File: src/rtl/tcv_pkg.sv
package tcv_pkg;

   typedef enum logic {
      ST_IDLE  = 1'b0,
      ST_SWEEP = 1'b1
   } sweep_state_e;

   typedef struct packed {
      logic used;
      logic written;
      logic modified;
   } frame_bits_t;

endpackage

File: src/rtl/tcv_frame_slot.sv
module tcv_frame_slot
   import tcv_pkg::*;
(
   input  logic        clk,
   input  logic        rst_n,
   input  logic        touch,
   input  logic        touch_wr,
   input  logic        scan,
   input  logic        load,
   output frame_bits_t bits
);

   always_ff @(posedge clk) begin
      if (!rst_n) begin
         bits <= '0;
      end else if (load) begin
         bits.used     <= 1'b1;
         bits.written  <= 1'b0;
         bits.modified <= 1'b0;
      end else if (scan) begin
         if (bits.used && bits.written) begin
            bits.used     <= 1'b0;
            bits.modified <= 1'b1;
         end else begin
            bits.used    <= 1'b0;
            bits.written <= 1'b0;
         end
      end else if (touch) begin
         bits.used <= 1'b1;
         if (touch_wr) bits.written <= 1'b1;
      end
   end


   demote_both_chk: assert property (@(posedge clk) disable iff (!rst_n)
      scan && bits.used && bits.written |=> !bits.used && bits.written && bits.modified);


   demote_single_chk: assert property (@(posedge clk) disable iff (!rst_n)
      scan && (bits.used != bits.written) |=> !bits.used && !bits.written && $stable(bits.modified));


   refill_state_chk: assert property (@(posedge clk) disable iff (!rst_n)
      load |=> bits.used && !bits.written && !bits.modified);


   untouched_hold_chk: assert property (@(posedge clk) disable iff (!rst_n)
      !touch && !scan && !load |=> $stable(bits));

endmodule

File: src/rtl/tcv_sweep_ctrl.sv
module tcv_sweep_ctrl
   import tcv_pkg::*;
#(
   parameter int FRAMES = 8,
   parameter int IDX_W  = $clog2(FRAMES)
) (
   input  logic             clk,
   input  logic             rst_n,
   input  logic             sel_req,
   input  logic             cur_used,
   input  logic             cur_written,
   input  logic             cur_modified,
   output logic [IDX_W-1:0] ptr,
   output logic             busy,
   output logic             scan_en,
   output logic             load_en,
   output logic             sel_done,
   output logic [IDX_W-1:0] sel_frame,
   output logic             sel_wb
);

   localparam int MAX_EXAM = 2 * FRAMES + 1;
   localparam int CNT_W    = $clog2(MAX_EXAM + 1);

   sweep_state_e     state;
   logic [IDX_W-1:0] ptr_nxt;
   logic             is_free;
   logic [CNT_W-1:0] exam_cnt;

   generate
      if ((FRAMES & (FRAMES - 1)) == 0) begin : g_wrap_pow2
         assign ptr_nxt = ptr + IDX_W'(1);
      end else begin : g_wrap_cmp
         assign ptr_nxt = (ptr == IDX_W'(FRAMES - 1)) ? '0 : ptr + IDX_W'(1);
      end
   endgenerate

   assign busy    = (state == ST_SWEEP);
   assign is_free = !cur_used && !cur_written;
   assign scan_en = busy && !is_free;
   assign load_en = busy && is_free;

   always_ff @(posedge clk) begin
      if (!rst_n) begin
         state     <= ST_IDLE;
         ptr       <= '0;
         sel_done  <= 1'b0;
         sel_frame <= '0;
         sel_wb    <= 1'b0;
      end else begin
         sel_done <= 1'b0;
         case (state)
            ST_IDLE: begin
               if (sel_req) state <= ST_SWEEP;
            end
            ST_SWEEP: begin
               ptr <= ptr_nxt;
               if (is_free) begin
                  sel_done  <= 1'b1;
                  sel_frame <= ptr;
                  sel_wb    <= cur_modified;
                  state     <= ST_IDLE;
               end
            end
            default: state <= ST_IDLE;
         endcase
      end
   end

   always_ff @(posedge clk) begin
      if (!rst_n || !busy) exam_cnt <= '0;
      else                 exam_cnt <= exam_cnt + CNT_W'(1);
   end


   sweep_bound_chk: assert property (@(posedge clk) disable iff (!rst_n)
      busy |-> int'(exam_cnt) < MAX_EXAM);


   done_after_busy_chk: assert property (@(posedge clk) disable iff (!rst_n)
      $fell(busy) |-> sel_done);


   done_not_busy_chk: assert property (@(posedge clk) disable iff (!rst_n)
      sel_done |-> !busy);


   ptr_follow_chk: assert property (@(posedge clk) disable iff (!rst_n)
      sel_done |-> int'(ptr) == (int'(sel_frame) + 1) % FRAMES);


   result_hold_chk: assert property (@(posedge clk) disable iff (!rst_n)
      !sel_done |-> $stable(sel_frame) && $stable(sel_wb));

endmodule

File: src/rtl/tcv_selector.sv
module tcv_selector
   import tcv_pkg::*;
#(
   parameter int FRAMES = 8,
   localparam int IDX_W = $clog2(FRAMES)
) (
   input  logic             clk,
   input  logic             rst_n,
   input  logic             ref_valid,
   input  logic [IDX_W-1:0] ref_frame,
   input  logic             ref_write,
   input  logic             sel_req,
   output logic             sel_busy,
   output logic             sel_done,
   output logic [IDX_W-1:0] sel_frame,
   output logic             sel_wb
);

   generate
      if (FRAMES < 2) begin : g_bad_frames
         $error("tcv_selector: FRAMES must be at least 2");
      end
   endgenerate

   frame_bits_t      bits_q [FRAMES];
   logic [IDX_W-1:0] ptr;
   logic             scan_en;
   logic             load_en;
   frame_bits_t      cur;

   assign cur = bits_q[ptr];

   for (genvar i = 0; i < FRAMES; i++) begin : g_slot
      logic hit_ref;
      logic at_ptr;
      assign hit_ref = ref_valid && !sel_busy && (ref_frame == IDX_W'(i));
      assign at_ptr  = (ptr == IDX_W'(i));

      tcv_frame_slot u_slot (
         .clk      (clk),
         .rst_n    (rst_n),
         .touch    (hit_ref),
         .touch_wr (ref_write),
         .scan     (scan_en && at_ptr),
         .load     (load_en && at_ptr),
         .bits     (bits_q[i])
      );
   end

   tcv_sweep_ctrl #(
      .FRAMES (FRAMES),
      .IDX_W  (IDX_W)
   ) u_ctrl (
      .clk          (clk),
      .rst_n        (rst_n),
      .sel_req      (sel_req),
      .cur_used     (cur.used),
      .cur_written  (cur.written),
      .cur_modified (cur.modified),
      .ptr          (ptr),
      .busy         (sel_busy),
      .scan_en      (scan_en),
      .load_en      (load_en),
      .sel_done     (sel_done),
      .sel_frame    (sel_frame),
      .sel_wb       (sel_wb)
   );


   victim_free_chk: assert property (@(posedge clk) disable iff (!rst_n)
      load_en |-> !cur.used && !cur.written);

endmodule

File: config.mk
export PLATFORM = sky130hd
export DESIGN_NAME = tcv_selector
export DESIGN_NICKNAME = d
export VERILOG_FILES = /design/src/rtl/tcv_pkg.sv /design/src/rtl/tcv_frame_slot.sv /design/src/rtl/tcv_sweep_ctrl.sv /design/src/rtl/tcv_selector.sv
export SDC_FILE = /design/constraint.sdc
export NUM_CORES = 1
export LEC_CHECK = 0
export BUFFER_PORTS_ARGS = -buffer_cell sky130_fd_sc_hd__buf_2
export CAP_MARGIN = 15
export CORE_MARGIN = 2
export CORE_UTILIZATION = 49
export DETAILED_ROUTE_END_ITERATION = 8
export GPL_ROUTABILITY_DRIVEN = 0
export PLACE_DENSITY = 0.78
export SETUP_SLACK_MARGIN = 0.1
export SLEW_MARGIN = 5
export SYNTH_ARGS = -nofsm -noshare
export SYNTH_HDL_FRONTEND = slang
export SYNTH_HIERARCHICAL = 1
export SYNTH_SLANG_ARGS = --single-unit
File: constraint.sdc
create_clock -name clk -period 2.7 [get_ports clk]
set_clock_uncertainty 0.1 [all_clocks]
set_input_delay 0.54 -clock clk [delete_from_list [all_inputs] [get_ports clk]]
set_output_delay 0.54 -clock clk [all_outputs]
set_load 0.05 [all_outputs]
==> results of run 1 <==
==> sequential cells by signal, indices dropped and copies added, names as in the netlist <==
| name | count |
|---|---|
| g_slot.u_slot/bits | 24 |
| u_ctrl/ptr | 3 |
| u_ctrl/sel_frame | 3 |
| u_ctrl/busy | 1 |
| u_ctrl/sel_done | 1 |
| u_ctrl/sel_wb | 1 |
==> cell families after synthesis <==
group                    Yosys count  share of synthesized area, %
adder cells (fa/ha/maj)            1                         0.776
flip-flops                        33                          41.0
AO/OA/AOI/OAI                     40                          15.4
buffers and inverters             13                          3.57
multiplexers                      14                          11.2
AND/OR/NAND/NOR                   95                          27.5
XOR/XNOR                           1                         0.543
==> metal layers <==
metal / up-vias / wire, µm / GRT usage, % / part of all wire (%)
met4: 0 / 102 / 12.2 / 3.0
met3: 14 / 130 / 6.30 / 3.8
met5: - / 0 / 0 / 0
met2: 29 / 1520 / 33.0 / 44
met1: 642 / 1690 / 29.0 / 49
li1: 715 / - / - / -
==> synthesized netlist by cell type <==
cell | count | area, µm²
a21boi_0 | 1 | 7.51
a21oi_1 | 8 | 40.0
a31oi_1 | 8 | 50.1
and2_1 | 2 | 12.5
and3b_1 | 1 | 8.76
buf_2 | 1 | 5.00
buf_6 | 1 | 11.3
clkbuf_1 | 2 | 7.51
dfxtp_1 | 33 | 661
ha_1 | 1 | 12.5
inv_1 | 9 | 33.8
mux2_1 | 2 | 22.5
mux2_2 | 5 | 56.3
mux2i_1 | 5 | 50.1
mux4_1 | 2 | 52.6
nand2_1 | 14 | 52.6
nand2b_1 | 11 | 68.8
nand3_1 | 8 | 40.0
nand3b_1 | 1 | 7.51
nor2_1 | 47 | 176
nor2b_1 | 1 | 6.26
nor3_1 | 6 | 30.0
nor3b_4 | 1 | 18.8
o21a_1 | 10 | 75.1
o21ai_0 | 9 | 45.0
o22ai_1 | 2 | 12.5
o32ai_1 | 2 | 17.5
or2_1 | 1 | 6.26
or2b_1 | 1 | 7.51
or3b_1 | 1 | 8.76
xor2_1 | 1 | 8.76
==> worst reg2reg max path, delay by kind of cell, from the launching register on <==
kind / cells / cell delay (ps)
simple gates: 4 / 980
compound gates: 4 / 590
flops: 1 / 460
buf+inv: 1 / 80
==> power groups by stage <==
stage          Combinational [µW]  Sequential (µW)  Clock (µW)
6_report                      157              531         319
5_1_grt                       174              536         347
4_1_cts                       156              530         322
3_5_place_dp                  155              542           0
3_3_place_gp                  153              541           0
2_1_floorplan                 106              549           0
==> path summary, 6_finish.rpt <==
kind                              end  slack, ps  depth (start not counted)
min reg2reg       u_ctrl/sel_frame[1]        360                          2
max          g_slot[7].u_slot/bits[1]        380                          9
max reg2reg  g_slot[7].u_slot/bits[1]        380                          9
min                       u_ctrl/busy        340                          3
==> per-stage QoR <==
stage,std cells,instance area [µm²],util [%]
floorplan,197,1610,-
global placement,252,1720,55.6
detailed placement,252,1720,55.6
CTS,260,1790,57.8
global route,260,1800,57.9
finish,260,1800,57.9
==> cell usage in the layout, fill, tap and decap left out, types with 6 or more instances in the layout <==
master	Yosys	final
nand3_1	8	8
buf_2	1	13
o21ai_0	9	9
inv_1	9	9
dfxtp_1	33	31
o21a_1	10	10
nor3_1	6	6
a21oi_1	8	8
nor2_1	47	47
a31oi_1	8	8
nand2_1	14	14
nand2b_1	11	11
==> final cells by class <==
type	count	area (µm²)
fill	302	1310
sequential	33	663
inverter	9	33.8
clock buffer	7	65.1
timing repair buffer	15	80.1
tap	44	55.1
clock inverter	1	5.00
multi-input combinational	151	895
==> timing repair <==
item                       CTS  global route
setup buffers                0             0
resized for setup            0             2
setup endpoints to repair    0             2
==> metrics.md, run 1 <==
| Metric | Value |
|---|---|
| Status | `finished clean` |
| P_int | `719 µW` |
| Max_cap viols | `0` |
| Cell family with most CP delay | `simple AND/OR/NAND/NOR gates` |
| Sum Neg Setup Slack | `0 ps` |
| Total power | `1010 µW` |
| Post-synthesis sequential area ratio | `41.0%` |
| H-tree Lvls | `2` |
| Vias in the first global route | `1369` |
| Max Buffers Root-to-Sink | `2` |
| Crit-path slowest cell | `dfxtp_1` |
| Clock latency on the worst-skew pair | `340 ps` |
| Antenna violations before repair | `0` |
| Leakage | `0.000703 µW` |
| Tot GR Track Use | `22.1%` |
| Setup WS pre-CTS | `337 ps` |
| Vias per std cell | `5.38` |
| Initial DRC count | `61` |
| Crit share post-route | `85.8%` |
| Post-Synthesis Cells | `197` |
| Final hold slack | `342 ps` |
| F_max | `432 MHz` |
| Comb power frac | `15.6%` |
| Routed Antenna Nets | `0` |
| Clk sinks | `33` |
| Unrepaired setup endpoints after global routing | `no` |
| IO Port Bufs | `13` |
| Reg power frac | `52.7%` |
| Synth Cell Area | `1610 µm²` |
| Hpwl dp | `2500 µm` |
| Least-Margin Pin Slew | `505 ps` |
| Largest net degree at the start of global routing | `30` |
| Setup violators final | `0` |
| Crit. End Element | `flip-flop` |
| CTS tree | `built` |
| Nets@finish | `224` |
| CP cell instances | `or2_1 -> o32ai_1 -> nor3_1 -> o21a_1 -> nand2_1 -> nor2_1 -> inv_1 -> o21ai_0 -> a21oi_1` |
| Worst path bufs/invs | `1` |
| YS warnings | `6` |
| CP Data Arrival Time | `2450 ps` |
| Post-synth cell types | `31` |
| Core Region | `3100 µm²` |
| CP Launch Type | `flip-flop` |
| Gr ovfl total | `0` |
| Slew margin rel. | `66.4%` |
| Final wirelength | `3440 µm` |
| Syn nets | `206` |
| Sw Ratio | `28.6%` |
| N_diodes | `0` |
| Pins Over Slew Limit | `0` |
| Chip width | `61.4 µm` |
| Clock network power share | `31.6%` |
| Clock transition at the registers of the reported paths | `100 ps` |
| Crit path launch | `u_ctrl/ptr[2]` |
| Worst Path Max Fanout | `8` |
| DR pass1 iterations | `4` |
| Share of cells above drive strength 1 | `14.4%` |
| Die H | `61.4 µm` |
| # IOs | `14` |
| Rows | `20` |
| WL/cell | `13.2 µm` |
| Cts bufs inserted | `5` |
| CP required | `2840 ps` |
| Initial core utilization | `52.0%` |
| Pwr/cell area | `561 nW/µm²` |
| Total die area | `3770 µm²` |
| Endpoints failing hold | `0` |
| R2R Path Start | `u_ctrl/ptr[2]` |
| Maximum vdd drop | `0.289 mV` |
| Root Driver | `clkbuf_4` |
| Hold buffer count at cts | `0` |
| Sw Pwr | `288 µW` |
| Area Growth Syn to Fin | `11.4%` |
| Worst hold path type | `in -> reg` |
| Average size of a mapped cell | `8.19 µm²` |
| Minimum clock period | `2320 ps` |
| DR vias | `1400` |
| First-pass GRT wire length | `6000 µm` |
| Post-synthesis register bit count | `33` |
| Residual DRC | `0` |
| Hold Crit Start | `sel_req` |
| Worst Setup Slack, final | `384 ps` |
| Crit-path max cell delay | `460 ps` |
| CP Class | `reg -> reg` |
(Power assumes the default switching activity.)
==> run 2, diff against run 1 <==
==> constraint.sdc (replaced) <==
create_clock -name clk -period 3 [get_ports clk]
set_clock_uncertainty 0.1 [all_clocks]
set_input_delay 0.6 -clock clk [delete_from_list [all_inputs] [get_ports clk]]
set_output_delay 0.6 -clock clk [all_outputs]
set_load 0.05 [all_outputs]
==> run 2 against run 1 <==
Against the previous run:
- first-iteration DRC count down 6.6%
- wire length decreased by 8.0%
- sequential share of layout area up 0.46 points
- global-route usage fell by 1.8 points
- via count down 2.0%
- hold slack better by 18 ps
- core utilization is 0.93 points lower
- register-to-register slack improved by 80 ps
- power fell by 16%
- cell count decreased by 0.38%
==> metrics.md, run 2 (synthesized netlist as in run 1, its figures left out) <==
| Metric | Value |
|---|---|
| Post-DP Area | `1720 µm²` |
| Largest Register | `g_slot.u_slot/bits` |
| CP Launch Type | `flip-flop` |
| CP cell instances | `mux2_2 -> o32ai_1 -> nor3_1 -> o21a_1 -> nand2_1 -> nor2_1 -> inv_1 -> o21ai_0 -> a21oi_1` |
| Largest net degree at the start of global routing | `30` |
| Crit share post-route | `84.5%` |
| Root Driver | `clkbuf_4` |
| Vias per std cell | `5.30` |
| CP Class | `reg -> reg` |
| Hpwl dp | `2370 µm` |
| Cell family with most CP delay | `simple AND/OR/NAND/NOR gates` |
| Minimum clock period | `2530 ps` |
| Setup WS pre-CTS | `498 ps` |
| Top Registers | `g_slot.u_slot/bits: 24 flops, u_ctrl/ptr: 3 flops, u_ctrl/sel_frame: 3 flops` |
| Placed instance count | `251` |
| Vias in the first global route | `1275` |
| H-tree Lvls | `2` |
| CP Data Arrival Time | `2660 ps` |
| Core Region | `3100 µm²` |
| Max_cap viols | `0` |
| Cts bufs inserted | `5` |
| Crit-path max cell delay | `710 ps` |
| DR vias | `1372` |
| DR pass1 iterations | `4` |
| Chip width | `61.4 µm` |
| Unrepaired setup endpoints after global routing | `no` |
| Hold buffer count at cts | `0` |
| Share of cells above drive strength 1 | `12.6%` |
| N_diodes | `0` |
| Routed Antenna Nets | `0` |
| Maximum vdd drop | `0.286 mV` |
| Final wirelength | `3170 µm` |
| Leakage | `0.000688 µW` |
| Slew margin rel. | `60.7%` |
| Util after Layout | `57.0%` |
| Initial DRC count | `57` |
| PostCTS Resize Cnt | `0` |
| Status | `finished clean` |
| Worst hold path type | `reg -> reg` |
| First-pass GRT wire length | `5570 µm` |
| Pwr/cell area | `479 nW/µm²` |
| Clock transition at the registers of the reported paths | `90 ps` |
| Endpoints failing hold | `0` |
| Residual DRC | `0` |
| # IOs | `14` |
| CTS tree | `built` |
| Commonest non-fill, non-tap cells in the layout | `47 x nor2_1, 33 x dfxtp_1, 14 x nand2_1, 13 x buf_2, 11 x nand2b_1` |
| Crit. End Element | `flip-flop` |
| Most common cell after layout, fill and taps aside | `nor2_1` |
| Rows | `20` |
| IO Port Bufs | `13` |
| Pins Over Slew Limit | `0` |
| Worst Path Max Fanout | `16` |
| Least-Margin Pin Slew | `589 ps` |
| Worst Setup Slack, final | `466 ps` |
| F_max | `395 MHz` |
| Clock latency on the worst-skew pair | `330 ps` |
| Area Growth Syn to Fin | `9.62%` |
| Total setup buffers inserted after CTS | `0` |
| Total die area | `3770 µm²` |
| Clk sinks | `33` |
| Final instance area | `1770 µm²` |
| CP required | `3130 ps` |
| Die H | `61.4 µm` |
| Crit-path slowest cell | `dfxtp_1` |
| Worst path bufs/invs | `1` |
| Max Buffers Root-to-Sink | `2` |
| Setup violators final | `0` |
| Initial core utilization | `52.0%` |
| Antenna violations before repair | `0` |
| Max reg flops | `24` |
| WL/cell | `12.2 µm` |
| Gr ovfl total | `0` |
| Nets@finish | `223` |
| Sum Neg Setup Slack | `0 ps` |
| Layout Cells excl Fill | `259` |
| Tot GR Track Use | `20.4%` |
[run 2: cell types whose count changed in the layout (fill, tap and decap cells not counted), sizes merged]
| cell | delta |
|---|---|
| buf | -1 |
| clkbuf | -1 |
| clkinv | +1 |
[run 2: per-stage QoR]
stage                     total power (µW)  hold slack (ps)
after floorplan                        590              330
after global placement                 624              343
after detailed placement               625              345
after CTS                              856              363
after global routing                   899              384
final                                  847              360
[run 2: routing by layer]
layer | track usage, % | share of wire (%) | wire [µm] | vias to the layer above
met5 | 0 | 0 | 0 | -
met4 | 8.81 | 1.9 | 60 | 0
met2 | 31.6 | 43 | 1370 | 43
met1 | 26.4 | 48 | 1530 | 608
li1 | - | - | - | 715
met3 | 6.09 | 6.6 | 209 | 6
[run 2: final cells by class]
cell class | instances | area, µm²
Sequential cell | 33 | 661
Clock buffer | 6 | 41.3
Inverter | 9 | 33.8
Tap cell | 44 | 55.1
Multi-Input combinational cell | 151 | 895
Clock inverter | 2 | 10.0
Fill cell | 310 | 1340
Timing Repair Buffer | 14 | 72.6
[run 2: final timing paths]
kind / startpoint / endpoint / slack (ps) / cells past startpoint
hold / removal: u_ctrl/sel_frame[1] / u_ctrl/sel_frame[1] / 360 / 2
hold reg to reg: u_ctrl/sel_frame[1] / u_ctrl/sel_frame[1] / 360 / 2
setup reg to reg: u_ctrl/ptr[1] / g_slot[2].u_slot/bits[1] / 470 / 9
setup / recovery: u_ctrl/ptr[1] / g_slot[2].u_slot/bits[1] / 470 / 9
[run 2: worst reg2reg max path, stage by stage (launching register included)]
cell and delay (ps):
dfxtp_1 710, mux2_2 270, o32ai_1 70, nor3_1 430
o21a_1 180, nand2_1 120, nor2_1 220, inv_1 70
o21ai_0 160, a21oi_1 90
[run 2: power by group]
part	total [µW]	internal (µW)	switching (µW)	leakage [µW]
combinational	137	55.1	81.6	0.000388
clock	232	89.1	142	0.0000320
sequential	478	454	24.0	0.000267
total	847	599	248	0.000687
==> run 3, diff against run 2 <==
==> constraint.sdc (replaced) <==
create_clock -name clk -period 2.4 [get_ports clk]
set_clock_uncertainty 0.1 [all_clocks]
set_input_delay 0.48 -clock clk [delete_from_list [all_inputs] [get_ports clk]]
set_output_delay 0.48 -clock clk [all_outputs]
set_load 0.05 [all_outputs]
==> run 3 against run 2 <==
Against the previous run:
- first-iteration DRC count up 44%
- sequential share of layout area down 1.2 points
- cell count up 1.9%
- power up 32%
- die area unchanged
- wire length up 12%
- setup slack worse by 280 ps
- critical path depth down 2
- critical path type unchanged
- highest routed layer unchanged
==> metrics.md, run 3 (synthesized netlist as in run 1, its figures left out) <==
| Metric | Value |
|---|---|
| First-pass GRT wire length | `5820 µm` |
| Hold Crit Start | `sel_req` |
| DR pass1 iterations | `4` |
| Total die area | `3770 µm²` |
| Chip width | `61.4 µm` |
| Crit. End Element | `flip-flop` |
| Setup WS pre-CTS | `84.9 ps` |
| R2R depth | `7` |
| R2R setup slack | `180 ps` |
| Top Registers | `g_slot.u_slot/bits: 24 flops, u_ctrl/ptr: 3 flops, u_ctrl/sel_frame: 3 flops` |
| CP Class | `reg -> reg` |
| # IOs | `14` |
| F_max | `451 MHz` |
| CP required | `2540 ps` |
| Least-Margin Pin Slew | `498 ps` |
| Hold buffer count at cts | `0` |
| Sum Neg Setup Slack | `0 ps` |
| Crit-path slowest cell | `mux4_1` |
| Clk sinks | `33` |
| Final hold slack | `269 ps` |
| Commonest non-fill, non-tap cells in the layout | `45 x nor2_1, 30 x dfxtp_1, 13 x buf_2, 12 x nand2_1, 11 x nand2b_1` |
| Share of cells above drive strength 1 | `18.6%` |
| Slew margin rel. | `66.8%` |
| Vias in the first global route | `1290` |
| Worst Path Max Fanout | `7` |
| Crit share post-route | `92.4%` |
| CP cell instances | `mux4_1 -> mux2_2 -> nor3b_4 -> nand2_2 -> nor2_1 -> nand2b_1 -> nor2_1` |
| R2R Path Start | `u_ctrl/ptr[0]` |
| Util after Layout | `59.4%` |
| CTS tree | `built` |
| Gr ovfl total | `0` |
| Leakage | `0.000723 µW` |
| Cell family with most CP delay | `multiplexers` |
| FF-to-FF End | `g_slot[3].u_slot/bits[0]` |
| DR vias | `1454` |
| Maximum vdd drop | `0.442 mV` |
| Minimum clock period | `2220 ps` |
| Hpwl dp | `2650 µm` |
| Pins Over Slew Limit | `0` |
| Status | `finished clean` |
| Worst Setup Slack, final | `183 ps` |
| Area Growth Syn to Fin | `14.2%` |
| Vias per std cell | `5.51` |
| CP most frequent cell | `nor2_1` |
| Pwr/cell area | `606 nW/µm²` |
| Die H | `61.4 µm` |
| Most common cell after layout, fill and taps aside | `nor2_1` |
| Residual DRC | `0` |
| Max reg flops | `24` |
| Unrepaired setup endpoints after global routing | `yes` |
| Max_cap viols | `0` |
| Initial DRC count | `82` |
| Clock latency on the worst-skew pair | `350 ps` |
| Antenna violations before repair | `0` |
| WHS Endpoint | `u_ctrl/busy` |
| Clock transition at the registers of the reported paths | `90 ps` |
| Largest net degree at the start of global routing | `30` |
| IO Port Bufs | `13` |
| Max Buffers Root-to-Sink | `2` |
| H-tree Lvls | `2` |
| Endpoints failing hold | `0` |
| Largest Register | `g_slot.u_slot/bits` |
| Rows | `20` |
| Setup violators final | `0` |
| Initial core utilization | `52.0%` |
| Worst hold path type | `in -> reg` |
| Nets@finish | `229` |
| Fill count | `303` |
| Total power | `1120 µW` |
| Core Region | `3100 µm²` |
| CP Data Arrival Time | `2360 ps` |
| Cts bufs inserted | `5` |
| Routed Antenna Nets | `0` |
| N_diodes | `0` |
| Tot GR Track Use | `21.8%` |
| Root Driver | `clkbuf_4` |
| Worst path bufs/invs | `0` |
| CP Launch Type | `flip-flop` |
| Final wirelength | `3540 µm` |
| Crit-path max cell delay | `560 ps` |
| Worst hold path depth | `3` |
| WL/cell | `13.4 µm` |
[run 3: routing by layer]
| layer | track usage [%] | part of all wire (%) | up-vias |
|---|---|---|---|
| met5 | 0 | 0 | - |
| met4 | 10.6 | 2.6 | 0 |
| met3 | 5.46 | 6.4 | 9 |
| met2 | 33.7 | 44 | 47 |
| met1 | 28.5 | 47 | 668 |
| li1 | - | - | 730 |
[run 3: metrics by stage]
| step | std cells | area [µm²] |
|---|---|---|
| 2_1_floorplan | 197 | 1610 |
| 3_3_place_gp | 256 | 1750 |
| 3_5_place_dp | 256 | 1750 |
| 4_1_cts | 263 | 1820 |
| 5_1_grt | 264 | 1840 |
| 6_report | 264 | 1840 |
[run 3: area by class of cell]
class,instances,area [µm²],area share (%)
Multi-Input combinational cell,151,913,49.6
Sequential cell,33,667,36.2
Timing Repair Buffer,20,118,6.39
Clock buffer,7,55.1,2.99
Tap cell,44,55.1,2.99
Inverter,9,33.8,1.83
[run 3: report_power, final]
part	internal [µW]	switching (µW)
logic	86.4	117
clock network	138	178
registers	569	27.0
total	794	322
[run 3: what timing repair did]
item / CTS / global route
gates resized for setup: 2 / 8
buffers inserted: 0 / 1
pin swaps: 0 / 1
endpoints found under the setup margin: 5 / 15
[run 3: worst reg2reg max path, delay by kind of cell, from the launching register on]
| family | cells | cell delay (ps) |
|---|---|---|
| flops | 1 | 390 |
| mux | 2 | 880 |
| simple gates | 5 | 730 |
[run 3: how the worst max path moves through the flow]
stage                  start                  endpoint  cells past startpoint
4_1_cts        u_ctrl/ptr[0]  g_slot[2].u_slot/bits[0]                      7
3_5_place_dp   u_ctrl/ptr[0]  g_slot[2].u_slot/bits[0]                      7
5_1_grt        u_ctrl/ptr[0]  g_slot[5].u_slot/bits[1]                      7
2_1_floorplan  u_ctrl/ptr[0]  g_slot[0].u_slot/bits[0]                      7
3_3_place_gp   u_ctrl/ptr[0]  g_slot[2].u_slot/bits[0]                      7
6_report       u_ctrl/ptr[0]  g_slot[3].u_slot/bits[0]                      7
